File: config.mk
export PLATFORM = sky130hd
export DESIGN_NAME = i2s_audio_ctrl
export DESIGN_NICKNAME = d
export VERILOG_FILES = /design/src/rtl/i2s_ctl_pkg.sv /design/src/rtl/i2s_sample_fifo.sv /design/src/rtl/i2s_serial_engine.sv /design/src/rtl/i2s_audio_ctrl.sv
export SDC_FILE = /design/constraint.sdc
export NUM_CORES = 1
export LEC_CHECK = 0
export ABC_AREA = 0
export BUFFER_PORTS_ARGS = -buffer_cell sky130_fd_sc_hd__buf_4
export CORE_UTILIZATION = 63
export CTS_BUF_LIST = sky130_fd_sc_hd__clkbuf_8
export CTS_CLUSTER_SIZE = 8
export DETAILED_ROUTE_END_ITERATION = 7
export PLACE_DENSITY = 0.77
export RECOVER_POWER = 50
export SLEW_MARGIN = 5
export SYNTH_ARGS = -nofsm -noshare
export SYNTH_HDL_FRONTEND = slang
export SYNTH_HIERARCHICAL = 1
export SYNTH_SLANG_ARGS = --single-unit
File: constraint.sdc
create_clock -name clk -period 8.9 [get_ports clk]
set_input_delay 0 -clock clk [delete_from_list [all_inputs] [get_ports clk]]
set_output_delay 0 -clock clk [all_outputs]
set_load 0.02 [all_outputs]
File: src/rtl/i2s_ctl_pkg.sv
package i2s_ctl_pkg;

    // register byte offsets
    localparam int OFS_CTRL  = 'h000;
    localparam int OFS_STAT  = 'h004;
    localparam int OFS_ERR   = 'h008;
    localparam int OFS_DIV   = 'h00C;
    localparam int OFS_TXD   = 'h010;
    localparam int OFS_RXD   = 'h014;
    localparam int OFS_TCTL  = 'h020;
    localparam int OFS_TPIN  = 'h024;

    localparam int FLUSH_BIT = 16;

    typedef struct packed {
        logic       codec_rst;
        logic [2:0] rx_lvl;
        logic [2:0] tx_lvl;
        logic       rx_ie;
        logic       rx_en;
        logic       tx_ie;
        logic       tx_en;
    } ctrl_t;

    function automatic ctrl_t ctrl_unpack(input logic [31:0] w);
        ctrl_t c;
        c.tx_en     = w[0];
        c.tx_ie     = w[1];
        c.rx_en     = w[2];
        c.rx_ie     = w[3];
        c.tx_lvl    = w[6:4];
        c.rx_lvl    = w[10:8];
        c.codec_rst = w[17];
        return c;
    endfunction

    function automatic logic [31:0] ctrl_pack(input ctrl_t c);
        logic [31:0] w;
        w       = '0;
        w[0]    = c.tx_en;
        w[1]    = c.tx_ie;
        w[2]    = c.rx_en;
        w[3]    = c.rx_ie;
        w[6:4]  = c.tx_lvl;
        w[10:8] = c.rx_lvl;
        w[17]   = c.codec_rst;
        return w;
    endfunction

endpackage

File: src/rtl/i2s_sample_fifo.sv
module i2s_sample_fifo #(
    parameter int W     = 32,
    parameter int DEPTH = 4,
    localparam int AW   = $clog2(DEPTH),
    localparam int CW   = $clog2(DEPTH + 1)
) (
    input  logic          clk,
    input  logic          rst_n,
    input  logic          flush_i,
    input  logic          push_i,
    input  logic [W-1:0]  data_i,
    input  logic          pop_i,
    output logic [W-1:0]  data_o,
    output logic [CW-1:0] count_o,
    output logic          full_o,
    output logic          empty_o
);

    typedef struct packed {
        logic [DEPTH-1:0][W-1:0] mem;
        logic [AW-1:0]           wp;
        logic [AW-1:0]           rp;
        logic [CW-1:0]           cnt;
    } fifo_st_t;

    fifo_st_t cur_q, nxt_d;
    logic do_push, do_pop;

    function automatic logic [AW-1:0] bump(input logic [AW-1:0] p);
        return (p == AW'(DEPTH - 1)) ? '0 : p + 1'b1;
    endfunction

    always_comb begin
        nxt_d   = cur_q;
        do_pop  = pop_i && (cur_q.cnt != '0);
        do_push = push_i && ((cur_q.cnt != CW'(DEPTH)) || do_pop);
        if (flush_i) begin
            nxt_d.wp  = '0;
            nxt_d.rp  = '0;
            nxt_d.cnt = '0;
        end else begin
            if (do_push) begin
                nxt_d.mem[cur_q.wp] = data_i;
                nxt_d.wp            = bump(cur_q.wp);
            end
            if (do_pop) nxt_d.rp = bump(cur_q.rp);
            case ({do_push, do_pop})
                2'b10:   nxt_d.cnt = cur_q.cnt + 1'b1;
                2'b01:   nxt_d.cnt = cur_q.cnt - 1'b1;
                default: nxt_d.cnt = cur_q.cnt;
            endcase
        end
    end

    always_ff @(posedge clk or negedge rst_n) begin
        if (!rst_n) cur_q <= '0;
        else        cur_q <= nxt_d;
    end

    assign data_o  = cur_q.mem[cur_q.rp];
    assign count_o = cur_q.cnt;
    assign full_o  = (cur_q.cnt == CW'(DEPTH));
    assign empty_o = (cur_q.cnt == '0);

    // occupancy never exceeds the depth
    assert_no_overflow_R3: assert property (@(posedge clk) disable iff (!rst_n)
        cur_q.cnt <= CW'(DEPTH));

    // a push into a full queue without a pop leaves the level unchanged
    assert_full_drop_R3: assert property (@(posedge clk) disable iff (!rst_n)
        (push_i && full_o && !pop_i && !flush_i) |=> $stable(cur_q.cnt));

endmodule

File: src/rtl/i2s_serial_engine.sv
module i2s_serial_engine #(
    parameter int W     = 32,
    parameter int DIV_W = 16,
    localparam int BCW  = $clog2(W)
) (
    input  logic             clk,
    input  logic             rst_n,
    input  logic             run_i,
    input  logic             tx_en_i,
    input  logic             rx_en_i,
    input  logic [DIV_W-1:0] div_i,
    input  logic [W-1:0]     tx_word_i,
    input  logic             tx_avail_i,
    input  logic             ser_i,
    output logic             tx_pop_o,
    output logic             tx_under_o,
    output logic             rx_push_o,
    output logic [W-1:0]     rx_word_o,
    output logic             sclk_o,
    output logic             ws_o,
    output logic             sd_o
);

    typedef struct packed {
        logic [DIV_W-1:0] divcnt;
        logic             sclk;
        logic [BCW-1:0]   bcnt;
        logic [W-1:0]     tsh;
        logic             sd;
        logic [W-1:0]     rsh;
        logic             armed;
    } eng_st_t;

    eng_st_t cur_q, nxt_d;
    logic [DIV_W-1:0] lim;

    always_comb begin
        nxt_d      = cur_q;
        tx_pop_o   = 1'b0;
        tx_under_o = 1'b0;
        rx_push_o  = 1'b0;
        lim        = (div_i == '0) ? DIV_W'(1) : div_i;
        if (!run_i) begin
            nxt_d.divcnt = '0;
            nxt_d.sclk   = 1'b0;
            nxt_d.bcnt   = '1;
            nxt_d.tsh    = '0;
            nxt_d.sd     = 1'b0;
            nxt_d.armed  = 1'b0;
        end else if (cur_q.divcnt == lim - 1'b1) begin
            nxt_d.divcnt = '0;
            nxt_d.sclk   = !cur_q.sclk;
            if (!cur_q.sclk) begin
                // rising edge: capture one bit
                nxt_d.rsh = {cur_q.rsh[W-2:0], ser_i};
                if (cur_q.bcnt == BCW'(1)) nxt_d.armed = rx_en_i;
                if (cur_q.bcnt == '0 && cur_q.armed && rx_en_i) rx_push_o = 1'b1;
            end else begin
                // falling edge: advance slot, shift one bit out
                nxt_d.bcnt = cur_q.bcnt + 1'b1;
                nxt_d.sd   = cur_q.tsh[W-1];
                nxt_d.tsh  = {cur_q.tsh[W-2:0], 1'b0};
                if (nxt_d.bcnt == '0) begin
                    if (tx_en_i && tx_avail_i) begin
                        nxt_d.tsh = tx_word_i;
                        tx_pop_o  = 1'b1;
                    end else begin
                        nxt_d.tsh  = '0;
                        tx_under_o = tx_en_i;
                    end
                end
            end
        end else begin
            nxt_d.divcnt = cur_q.divcnt + 1'b1;
        end
    end

    always_ff @(posedge clk or negedge rst_n) begin
        if (!rst_n) begin
            cur_q      <= '0;
            cur_q.bcnt <= '1;
        end else begin
            cur_q <= nxt_d;
        end
    end

    assign rx_word_o = nxt_d.rsh;
    assign sclk_o    = cur_q.sclk;
    assign ws_o      = cur_q.bcnt[BCW-1];
    assign sd_o      = cur_q.sd;

    // a stopped engine parks the bit clock low
    assert_idle_clock_low_R10: assert property (@(posedge clk) disable iff (!rst_n)
        !run_i |=> !cur_q.sclk);

    // word select only moves together with a bit-clock fall
    assert_ws_on_fall_R11: assert property (@(posedge clk) disable iff (!rst_n)
        ($past(run_i) && ($past(ws_o) != ws_o)) |-> ($past(sclk_o) && !sclk_o));

endmodule

File: src/rtl/i2s_audio_ctrl.sv
module i2s_audio_ctrl
    import i2s_ctl_pkg::*;
#(
    parameter int ADDR_W    = 8,
    parameter int DEPTH     = 4,
    parameter int SAMPLE_W  = 16,
    parameter int DIV_W     = 16,
    parameter int DIV_RESET = 'h80,
    localparam int WORD_W   = 2 * SAMPLE_W,
    localparam int CW       = $clog2(DEPTH + 1)
) (
    input  logic              clk,
    input  logic              rst_n,
    input  logic              bus_sel_i,
    input  logic              bus_wr_i,
    input  logic [ADDR_W-1:0] bus_addr_i,
    input  logic [31:0]       bus_wdata_i,
    output logic [31:0]       bus_rdata_o,
    output logic              bit_clk_o,
    output logic              word_sel_o,
    output logic              ser_data_o,
    input  logic              ser_data_i,
    output logic              irq_o,
    output logic              codec_rst_o
);

    typedef struct packed {
        ctrl_t            ctrl;
        logic [DIV_W-1:0] div;
        logic             tx_err;
        logic             rx_err;
        logic             test_en;
        logic [3:0]       test_pins;
    } top_st_t;

    top_st_t cur_q, nxt_d;

    logic wr_acc, rd_acc, flush, tx_push, rx_pop, run;
    logic tx_over, rx_over, rx_under, tx_alert, rx_alert, irq_norm;
    logic [WORD_W-1:0] tx_head, rx_head, eng_rx_word;
    logic [CW-1:0] tx_cnt, rx_cnt;
    logic tx_full, tx_empty, rx_full, rx_empty;
    logic eng_pop, eng_under, eng_push, eng_sclk, eng_ws, eng_sd;

    function automatic logic at(input logic [ADDR_W-1:0] a, input int ofs);
        return a == ADDR_W'(ofs);
    endfunction

    assign wr_acc  = bus_sel_i && bus_wr_i;
    assign rd_acc  = bus_sel_i && !bus_wr_i;
    assign flush   = wr_acc && at(bus_addr_i, OFS_CTRL) && bus_wdata_i[FLUSH_BIT];
    assign tx_push = wr_acc && at(bus_addr_i, OFS_TXD);
    assign rx_pop  = rd_acc && at(bus_addr_i, OFS_RXD);
    assign run     = (cur_q.ctrl.tx_en || cur_q.ctrl.rx_en) && !cur_q.test_en;

    i2s_sample_fifo #(.W(WORD_W), .DEPTH(DEPTH)) tx_fifo_i (
        .clk(clk), .rst_n(rst_n), .flush_i(flush),
        .push_i(tx_push), .data_i(bus_wdata_i[WORD_W-1:0]), .pop_i(eng_pop),
        .data_o(tx_head), .count_o(tx_cnt), .full_o(tx_full), .empty_o(tx_empty)
    );

    i2s_sample_fifo #(.W(WORD_W), .DEPTH(DEPTH)) rx_fifo_i (
        .clk(clk), .rst_n(rst_n), .flush_i(flush),
        .push_i(eng_push), .data_i(eng_rx_word), .pop_i(rx_pop),
        .data_o(rx_head), .count_o(rx_cnt), .full_o(rx_full), .empty_o(rx_empty)
    );

    i2s_serial_engine #(.W(WORD_W), .DIV_W(DIV_W)) engine_i (
        .clk(clk), .rst_n(rst_n), .run_i(run),
        .tx_en_i(cur_q.ctrl.tx_en), .rx_en_i(cur_q.ctrl.rx_en), .div_i(cur_q.div),
        .tx_word_i(tx_head), .tx_avail_i(!tx_empty), .ser_i(ser_data_i),
        .tx_pop_o(eng_pop), .tx_under_o(eng_under),
        .rx_push_o(eng_push), .rx_word_o(eng_rx_word),
        .sclk_o(eng_sclk), .ws_o(eng_ws), .sd_o(eng_sd)
    );

    always_comb begin
        tx_over  = tx_push && tx_full && !eng_pop && !flush;
        rx_over  = eng_push && rx_full && !rx_pop;
        rx_under = rx_pop && rx_empty;
        tx_alert = (int'(DEPTH) - int'(tx_cnt)) > int'(cur_q.ctrl.tx_lvl);
        rx_alert = (int'(DEPTH) - int'(rx_cnt)) < int'(cur_q.ctrl.rx_lvl);
        irq_norm = (tx_alert && cur_q.ctrl.tx_ie) || (rx_alert && cur_q.ctrl.rx_ie);

        nxt_d = cur_q;
        if (wr_acc && at(bus_addr_i, OFS_CTRL)) nxt_d.ctrl = ctrl_unpack(bus_wdata_i);
        if (wr_acc && at(bus_addr_i, OFS_DIV))  nxt_d.div  = bus_wdata_i[DIV_W-1:0];
        if (wr_acc && at(bus_addr_i, OFS_TCTL)) nxt_d.test_en   = bus_wdata_i[0];
        if (wr_acc && at(bus_addr_i, OFS_TPIN)) nxt_d.test_pins = bus_wdata_i[3:0];
        nxt_d.tx_err = (cur_q.tx_err && !(wr_acc && at(bus_addr_i, OFS_ERR) && bus_wdata_i[0]))
                       || tx_over || eng_under;
        nxt_d.rx_err = (cur_q.rx_err && !(wr_acc && at(bus_addr_i, OFS_ERR) && bus_wdata_i[1]))
                       || rx_over || rx_under;

        bus_rdata_o = '0;
        if (at(bus_addr_i, OFS_CTRL)) bus_rdata_o = ctrl_pack(cur_q.ctrl);
        if (at(bus_addr_i, OFS_STAT)) bus_rdata_o = {26'b0, rx_alert, tx_alert,
                                                     rx_full, rx_empty, tx_full, tx_empty};
        if (at(bus_addr_i, OFS_ERR))  bus_rdata_o = {30'b0, cur_q.rx_err, cur_q.tx_err};
        if (at(bus_addr_i, OFS_DIV))  bus_rdata_o = 32'(cur_q.div);
        if (at(bus_addr_i, OFS_RXD))  bus_rdata_o = rx_empty ? '0 : 32'(rx_head);
        if (at(bus_addr_i, OFS_TCTL)) bus_rdata_o = {31'b0, cur_q.test_en};
        if (at(bus_addr_i, OFS_TPIN)) bus_rdata_o = {31'b0, ser_data_i};
    end

    always_ff @(posedge clk or negedge rst_n) begin
        if (!rst_n) begin
            cur_q     <= '0;
            cur_q.div <= DIV_W'(DIV_RESET);
        end else begin
            cur_q <= nxt_d;
        end
    end

    assign ser_data_o  = cur_q.test_en ? cur_q.test_pins[0] : eng_sd;
    assign bit_clk_o   = cur_q.test_en ? cur_q.test_pins[1] : eng_sclk;
    assign word_sel_o  = cur_q.test_en ? cur_q.test_pins[2] : eng_ws;
    assign irq_o       = cur_q.test_en ? cur_q.test_pins[3] : irq_norm;
    assign codec_rst_o = cur_q.ctrl.codec_rst;

    // codec reset follows the written control bit one cycle later
    assert_codec_follow_R9: assert property (@(posedge clk) disable iff (!rst_n)
        (wr_acc && at(bus_addr_i, OFS_CTRL)) |=> (codec_rst_o == $past(bus_wdata_i[17])));

    // transmit error stays set until a matching clear write
    assert_tx_err_sticky_R7: assert property (@(posedge clk) disable iff (!rst_n)
        (cur_q.tx_err && !(wr_acc && at(bus_addr_i, OFS_ERR) && bus_wdata_i[0]))
        |=> cur_q.tx_err);

    // receive error stays set until a matching clear write
    assert_rx_err_sticky_R7: assert property (@(posedge clk) disable iff (!rst_n)
        (cur_q.rx_err && !(wr_acc && at(bus_addr_i, OFS_ERR) && bus_wdata_i[1]))
        |=> cur_q.rx_err);

    // no interrupt when both interrupt enables are off
    assert_irq_quiet_R6: assert property (@(posedge clk) disable iff (!rst_n)
        (!cur_q.test_en && !cur_q.ctrl.tx_ie && !cur_q.ctrl.rx_ie) |-> !irq_o);

endmodule

* Word-level counts from Yosys, hierarchy flattened *
Index checks and enable logic that the tools add are counted.

storage, ports and cells
  flip-flop bits (word level) = 392
  bits in latches = 0
  RAM bits = 0
  bits in read-only memories = 0
  input port bits = 45
  output and inout bits = 37
  logic and storage cells = 206
  memories = 0

operators by class
  $add $sub $neg = 13
  multiply operators = 0
  div/mod/pow operators = 0
  $lt $le $gt $ge = 8
  equality and inequality tests = 25
  shift operators = 0
  multiplexer cells = 59
  bitwise operators = 1
  reductions and logical operators = 67

operator list
  kind                                                number
  2-to-1 mux 32 bit                                   14
  bitwise mux 128 bit                                 2
  binary-select mux 32 bit (select 2 bit)             2
  demux 32 bit (select 2 bit)                         2
  2-to-1 mux 72 bit                                   1
  2-to-1 mux 55 bit                                   1
  2-to-1 mux 38 bit                                   1
  2-to-1 mux 33 bit                                   1
  logical AND 1 bit                                   32
  2-to-1 mux 16 bit                                   2
  2-to-1 mux 1 bit                                    20
  2-to-1 mux 18 bit                                   1
  adder 16 x 1 -> 16 bit, second input constant       1
  == test 16 bit                                      1
  == test 8 x 4 -> 1 bit, second input constant       2
  == test 8 x 5 -> 1 bit, second input constant       2
  == test 8 x 6 -> 1 bit, second input constant       2
  zero test 16 bit                                    1
  2-to-1 mux 2 bit                                    8
  subtractor 16 x 1 -> 16 bit, second input constant  1
  2-to-1 mux 7 bit                                    2
  == test 2 bit, second input constant                6
  < comparator 2 x 3 -> 1 bit, second input constant  4
  case mux 3 bit (2 select lines)                     2
  other kinds (24)                                    62

* Depth between registers and ports, before layout *
Gate-level depths: netlist of run 1.

  depth after elaboration = 14
  mapped depth = 20
  gate-level depth less buffers = 17

* Cells and area by module *
The synthesis of run 1 kept the hierarchy.

by module, submodules not included
  module             times used  cells an instance  area an instance (um2)  sequential area each (um2)
  i2s_sample_fifo    2           378                6199.7                  3378.2
  i2s_serial_engine  1           498                5188.7                  2208.4
  i2s_audio_ctrl     1           212                2244.7                  852.1

* Worst setup path before layout of run 1 *
OpenSTA, ideal clock, no wires.

  path type = register to register
  start point = reg cur_q[16] (netlist name)
  end point = reg tx_fifo_i.cur_q (netlist bit tx_fifo_i/count_o[2])
  setup time = 0.082 ns
  arrival time = 4.806 ns
  required time = 8.818 ns
  setup slack = 4.012 ns
  stages on the path, launching flop included = 20
  path buffers = 3
  period minus slack after synthesis = 4.888 ns
  cell sequence = dfrtp_1 -> buf_2 -> or4_4 -> nor4_1 -> nor2_1 -> ha_1 -> or4b_1 -> or4_1 -> mux2_2 -> a211oi_1 -> nor3_1 -> buf_2 -> and3_1 -> and3_1 -> clkbuf_1 -> nand2b_1 -> nor2_1 -> fa_1 -> or4_1 -> a31oi_1

RTL lines
  element                 line                   source
  end signal: assignment  i2s_sample_fifo.sv:57  else cur_q <= nxt_d;
  end: declaration        i2s_sample_fifo.sv:26  fifo_st_t cur_q, nxt_d;

==> results of run 1 <==
==> path summary, 6_finish.rpt <==
check | cells past startpoint | end | from | slack [ps]
worst max-delay path | 15 | tx_fifo_i/cur_q[79]$_DFFE_PN0P_ | cur_q[12]$_DFFE_PN0P_ | 3130
worst max register to register | 15 | tx_fifo_i/cur_q[79]$_DFFE_PN0P_ | cur_q[12]$_DFFE_PN0P_ | 3130
worst min register to register | 1 | rx_fifo_i/cur_q[12]$_DFFE_PN0P_ | rx_fifo_i/cur_q[12]$_DFFE_PN0P_ | 500
worst min-delay path | 2 | rx_fifo_i/cur_q[119]$_DFFE_PN0P_ | rst_n | 100
min in group clk | 5 | cur_q[3]$_DFFE_PN0P_ | bus_addr_i[4] | 130
max in group asynchronous | 3 | rx_fifo_i/cur_q[3]$_DFFE_PN0P_ | rst_n | 3550
==> flip-flops by register name (all words and copies together), names as in the netlist <==
signal / cells
codec_rst_o: 1
cur_q: 33
engine_i/cur_q: 85
engine_i/sclk_o: 1
engine_i/sd_o: 1
engine_i/ws_o: 1
rx_fifo_i/count_o: 3
rx_fifo_i/cur_q: 132
tx_fifo_i/count_o: 3
tx_fifo_i/cur_q: 132
==> metrics by stage <==
stage	instances	util, %
final	2006	71.4
after global routing	2006	71.4
after CTS	2006	71.6
after detailed placement	1840	66.0
after global placement	1840	66.0
after floorplan	1466	-
==> what timing repair did <==
action / CTS / global route
hold endpoints to repair: 298 / 0
setup buffers: 0 / 0
hold buffers: 44 / 0
==> cell families (layout without fill, tap and decap cells) <==
group	Yosys count	count (layout)
AO/OA/AOI/OAI	123	123
XOR/XNOR	34	34
adder cells (fa/ha/maj)	25	25
buffers and inverters	150	294
flip-flops	392	392
multiplexers	436	436
AND/OR/NAND/NOR	306	306
==> area by class of cell <==
type / count / area, um^2
fill: 2052 / 8790
sequential: 392 / 9820
clock inverter: 42 / 181
multi-input combinational: 924 / 9060
tap: 396 / 495
clock buffer: 80 / 1100
timing repair buffer: 149 / 1220
inverter: 23 / 86.3
==> cells in the final DEF, fill, tap and decap left out, types with 4 or more instances in the layout <==
master / count
dfrtp_1: 384
mux2_2: 284
nand2_1: 100
buf_4: 99
clkbuf_8: 80
mux4_2: 65
inv_1: 56
nor2_1: 45
dlygate4sd3_1: 44
a22o_1: 40
mux2i_1: 39
mux2_4: 33
ha_1: 23
nand3_1: 19
and2_1: 18
a21oi_1: 18
xor2_1: 17
xnor2_1: 17
nor3_1: 16
o21ai_0: 16
mux2_1: 15
nand2b_1: 13
nor2b_1: 12
and3_1: 11
or4_1: 10
nor4b_4: 10
nor4_1: 9
or3_1: 7
a22oi_1: 6
nand4_1: 6
dfstp_2: 6
nor3b_1: 5
a221o_1: 5
a31oi_1: 5
clkbuf_1: 4
nand3b_1: 4
==> power groups by stage <==
stage	registers (mW)	clock network, mW	logic (mW)
CTS	1.81	1.58	0.236
floorplan	1.84	0	0.134
global placement	1.84	0	0.217
finish	1.81	1.53	0.232
global route	1.81	1.65	0.258
detailed placement	1.84	0	0.219
==> layer usage <==
metal,vias up,share of wire [%],track usage [%]
li1,5503,-,-
met1,6346,46,38.5
met2,258,47,42.3
met3,74,4.0,4.44
met4,0,2.8,11.6
met5,-,0,0
==> critical path: stages (launching register included) <==
cell and delay (ps):
dfrtp_1 450, or4_1 660, nor4_1 660, nor2_1 110, ha_1 310, xor2_1 160
o211ai_1 110, nor3_1 250, nand4b_1 130, nor4_1 310, and3_1 250, and3_1 440
nor4b_4 180, nor4b_4 730, buf_4 490, mux2_2 400
==> qor.yml, run 1 <==
sta:
  hold_ws_ps: 100
  tightest_slew_ps: 4440
  timing.final.crit_period_ps: 5770
  relSlewSlack_pct: -196
  slew_viol_final: 262
  rsz0062_at_grt: "no"
  setup_viol: 0
  setup-tns-final_ps: 0
  layout_setup_ws_ps: 3130
  period_share_pct: 64.8
  hold_violations: 0
  fmax_mhz: 173
  finClkSkew_ps: 33.2
detailed_routing:
  drt_iter0_drc: 887
  ant_nets: 0
  drc: 0
  vias_per_cell: 6.07
  wirelength_um: 42600
  wl_per_cell_um: 21.2
  num_vias: 12200
  first_pass_iters: 7
logic_synthesis:
  synth_nets: 1536
  synth_top_family_by_area: "multiplexers"
  synthArstFlopShare_pct: 100
  synthTopCellsByCount: "dfrtp_1, mux2_2, nand2_1, mux4_2, nor2_1"
  synth.area.mux_share_pct: 29.0
  yosys_warnings: 6
  synth-simple-area-share_pct: 8.66
  avgSynthCellArea_um2: 13.5
  synthAdderAreaFrac_pct: 1.65
  ys_seq_area_share_pct: 49.5
  synth.most_common_cell: "dfrtp_1"
  ys_seq_elements: 392
  synth_compound_area_share_pct: 4.67
  synth_area_leaders: "dfrtp_1, mux2_2, mux4_2"
  netlist_instances: 1466
  synth_ff_type: "dfrtp_1"
  synth_edf_count: 0
  yosysTopAreaCellShare_pct: 48.7
  synth_cell_type_count: 76
  synthXorXnorAreaFrac_pct: 1.50
  synth_area_mm2: 0.0198
  yosys.area.top_type: "dfrtp_1"
clocking:
  ctsRootBufferMaster: "clkbuf_8"
  cts.path.max_buffers: 3
  cts_max_level: 3
  clk-insertion-delay-late_ps: 590
  clock_sinks: 392
  numCtsBuffers: 68
  clk_pin_slew_ps: 60
  cts_resized: 0
  cts_tree: "done"
final_layout:
  area_delta_synth_final_pct: 10.7
  nets: 1628
  drive_above_1_share_pct: 37.6
  fin_area_mm2: 0.0220
  num_antenna_cells: 0
power:
  power_frac_seq_pct: 50.7
  ir_worst_vdd_uv: 113
  switching_share_pct: 24.4
  p_int_mw: 2.71
  p_per_area_mw_per_mm2: 163
  p_sw_mw: 0.872
  finalPower_mw: 3.58
  power.leakage_nw: 10.8
  clock_power_share_pct: 42.8
  combPwrFrac_pct: 6.5
run_status:
  status: "finished with violations"
  failed_checks: "capacitance limit, slew limit"
global_routing:
  antenna_found_initial: 0
  grt_pass1_vias: 12900
  grt_max_degree: 183
  grt_use_total_pct: 27.2
  grt_pass1_wl_um: 69600
  grt_overflow: 0
placement:
  pre_cts_ws_ps: 3230
  placed_cell_area_mm2: 0.0203
  io_buffers: 81
  place_congestion: 0.883
  dp_hpwl_um: 26100
floorplanning:
  row_count: 64
  die_area_mm2: 0.0322
  io_pins: 82
  die_height_um: 179
  die_x_um: 179
  core_mm2: 0.0307
  start_util_pct: 64.5
critical_path:
  critPathKind: "flip-flop to flip-flop"
  path_max_fanout: 22
  end_kind: "flip-flop"
  cp-start-kind: "flip-flop"
  required_ps: 9370
  cp.arrival_ps: 6230
flow_run:
  drv_cap: 2
min_path:
  hp-class: "input pin to async pin"
No activity file was read; power rests on OpenSTA's default activity.
==> run 2, diff against run 1 <==
- ABC_AREA: 0 -> 1
- clock period: 8.9 -> 6 ns (I/O delays scaled with it)
==> run 2 against run 1 <==
Combinational power grew to 2.6 times the previous value. First-iteration DRC count increased by 100%. Routed wire length up 31%. Cell count rose by 54%. Clock power increased by 52%. Critical path type unchanged. Hold slack better by 31 ps. Utilization is 0.73 points lower. Sequential share of layout area fell by 0.69 points. Largest cell class unchanged. Die area up 1.8%. The run still ends with capacitance limit, slew limit left. Design area is 1.6% higher. Clock skew rose by 1.7 ps. Non-clock buffer count is 16 higher.
==> qor.yml, run 2 <==
run_status:
  status: "finished with violations"
  failed_checks: "capacitance limit, slew limit"
detailed_routing:
  wirelength_um: 56000
  vias_per_cell: 5.88
  ant_nets: 0
  num_vias: 18100
  drt_iter0_drc: 1814
  first_pass_iters: 5
  drc: 0
  wl_per_cell_um: 18.2
min_path:
  hp-class: "input pin to flip-flop"
  worstHoldPathCells: 6
clocking:
  cts.path.max_buffers: 3
  cts_max_level: 3
  clk-insertion-delay-late_ps: 600
  numCtsBuffers: 68
  clock_sinks: 392
  ctsRootBufferMaster: "clkbuf_8"
  cts_tree: "done"
  hold_buffers: 47
  clk_pin_slew_ps: 60
  cts_resized: 0
  post_cts_buffers: 0
logic_synthesis:
  synthTopCellsByCount: "nand2_1, o21ai_0, dfrtp_1, nor2_1, inv_1"
  synth.most_common_cell: "nand2_1"
  avgSynthCellArea_um2: 7.81
  synth_ff_type: "dfrtp_1"
  synth_nets: 2656
  synth_cell_type_count: 48
  synth_area_mm2: 0.0202
  synth_edf_count: 0
  ys_seq_elements: 392
  yosys.area.top_type: "dfrtp_1"
  synthArstFlopShare_pct: 100
  synth_area_leaders: "dfrtp_1, nand2_1, o21ai_0"
  netlist_instances: 2586
  yosys_warnings: 6
  yosysTopAreaCellShare_pct: 47.8
  ys_seq_area_share_pct: 48.6
placement:
  dp_hpwl_um: 33300
  place_congestion: 0.990
  io_buffers: 81
global_routing:
  grt_overflow: 0
  antenna_found_initial: 0
  grt_use_total_pct: 34.9
  grt_pass1_vias: 17600
  grt_max_degree: 172
  grt_pass1_wl_um: 91200
critical_path:
  cp-start-kind: "flip-flop"
  path_max_fanout: 47
  reg2reg_depth: 22
  end_kind: "flip-flop"
  required_ps: 6510
  cp.arrival_ps: 5630
  critPathKind: "flip-flop to flip-flop"
sta:
  tightest_slew_ps: 2950
  fmax_mhz: 195
  relSlewSlack_pct: -96.8
  timing.final.crit_period_ps: 5120
  setup-tns-final_ps: 0
  period_share_pct: 85.4
  rsz0062_at_grt: "no"
  hold_ws_ps: 131
  slew_viol_final: 397
  setup_viol: 0
  finClkSkew_ps: 34.9
  hold_violations: 0
flow_run:
  drv_cap: 3
final_layout:
  ff_latch_area_mm2: 0.00982
  final_common_cell: "nand2_1"
  num-fill-cells: 2579
  nets: 2705
  drive_above_1_share_pct: 9.86
  area_delta_synth_final_pct: 10.5
  top_regs: "rx_fifo_i/cur_q: 132 flops, tx_fifo_i/cur_q: 132 flops, engine_i/cur_q: 85 flops"
  layout_common_cells: "nand2_1, o21ai_0, dfrtp_1"
  multi_input_area_mm2: 0.00876
power:
  p_per_area_mw_per_mm2: 252
  ir_worst_vdd_uv: 188
  power.leakage_nw: 11.8
floorplanning:
  start_util_pct: 64.0
  row_count: 65
  die_height_um: 181
  die_x_um: 181
  core_mm2: 0.0316
  io_pins: 82
  die_area_mm2: 0.0328
## run 2: cell families (layout without fill, tap and decap cells)
logic type                 count (synthesis)  in the layout  synth area share, %
adders and majority gates                 25             25                 1.62
other                                      0              1                    0
and+or+nand+nor                         1211           1211                 24.9
muxes                                      1              1               0.0558
buffers and inverters                    343            435                 7.92
xor gates and xnor gates                  25             25                 1.12
AOI/OAI and AO/OA                        589            589                 15.8
DFF                                      392            392                 48.6
## run 2: area by class of cell
class                      count  area share (%)
multi-input combinational   1851            39.3
clock buffer                  86            5.31
sequential                   392            44.0
timing repair buffer         165            5.99
clock inverter                27           0.477
inverter                     157            2.64
antenna                        1          0.0112
tap                          402            2.26
## run 2: path summary, 6_finish.rpt
path | startpoint | end | slack [ps]
setup / recovery | cur_q[15]$_DFFE_PN0P_ | tx_fifo_i/cur_q[133]$_DFFE_PN0P_ | 880
hold / removal | bus_addr_i[7] | cur_q[5]$_DFF_PN0_ | 130
setup reg to reg | cur_q[15]$_DFFE_PN0P_ | tx_fifo_i/cur_q[133]$_DFFE_PN0P_ | 880
hold reg to reg | engine_i/sd_o$_DFFE_PN0P_ | engine_i/sd_o$_DFFE_PN0P_ | 470
max in group asynchronous | rst_n | tx_fifo_i/cur_q[3]$_DFFE_PN0P_ | 1280
min in group asynchronous | rst_n | engine_i/cur_q[82]$_DFF_PN0_ | 840
## run 2: critical path, cell delays in order, from the launching register on
cell     delay [ps]
dfrtp_1         450
nor2_2          200
nand2_1          90
nor2_1          250
nand2_4         140
nand2_1         100
inv_1            50
ha_1            240
xnor2_1         300
or2_2           170
nand3_1          80
nor2_1          120
nand3_1         100
nor2_2          130
nand4_1         230
nor2_1          330
inv_1           120
nand3_2         130
nand3_4         390
nor2_2          820
buf_4           400
nand2_1          90
nand2_1          80
## run 2: per-stage QoR
step / total power, mW / area [um^2] / setup slack (ps) / util [%] / cells
floorplan: 3.10 / 20200 / 1870 / - / 2586
global placement: 3.31 / 20600 / 1260 / 65.4 / 2920
detailed placement: 3.32 / 20600 / 1000 / 65.4 / 2920
CTS: 5.67 / 22400 / 944 / 71.0 / 3080
global route: 5.85 / 22300 / 259 / 70.7 / 3080
finish: 5.63 / 22300 / 878 / 70.7 / 3081
## run 2: where the power goes
group	switching, mW	internal (mW)	leakage (nW)
sequential	0.0237	2.67	5.39
combinational	0.430	0.179	5.65
clock	1.05	1.27	0.756
total	1.51	4.12	11.8
## run 2: routing by layer
layer	vias up	wire, um	GRT usage (%)
met4	0	1670	13.1
met2	804	26600	57.6
met5	-	0	0
met1	8685	23300	47.2
li1	8484	-	-
met3	138	4350	4.92
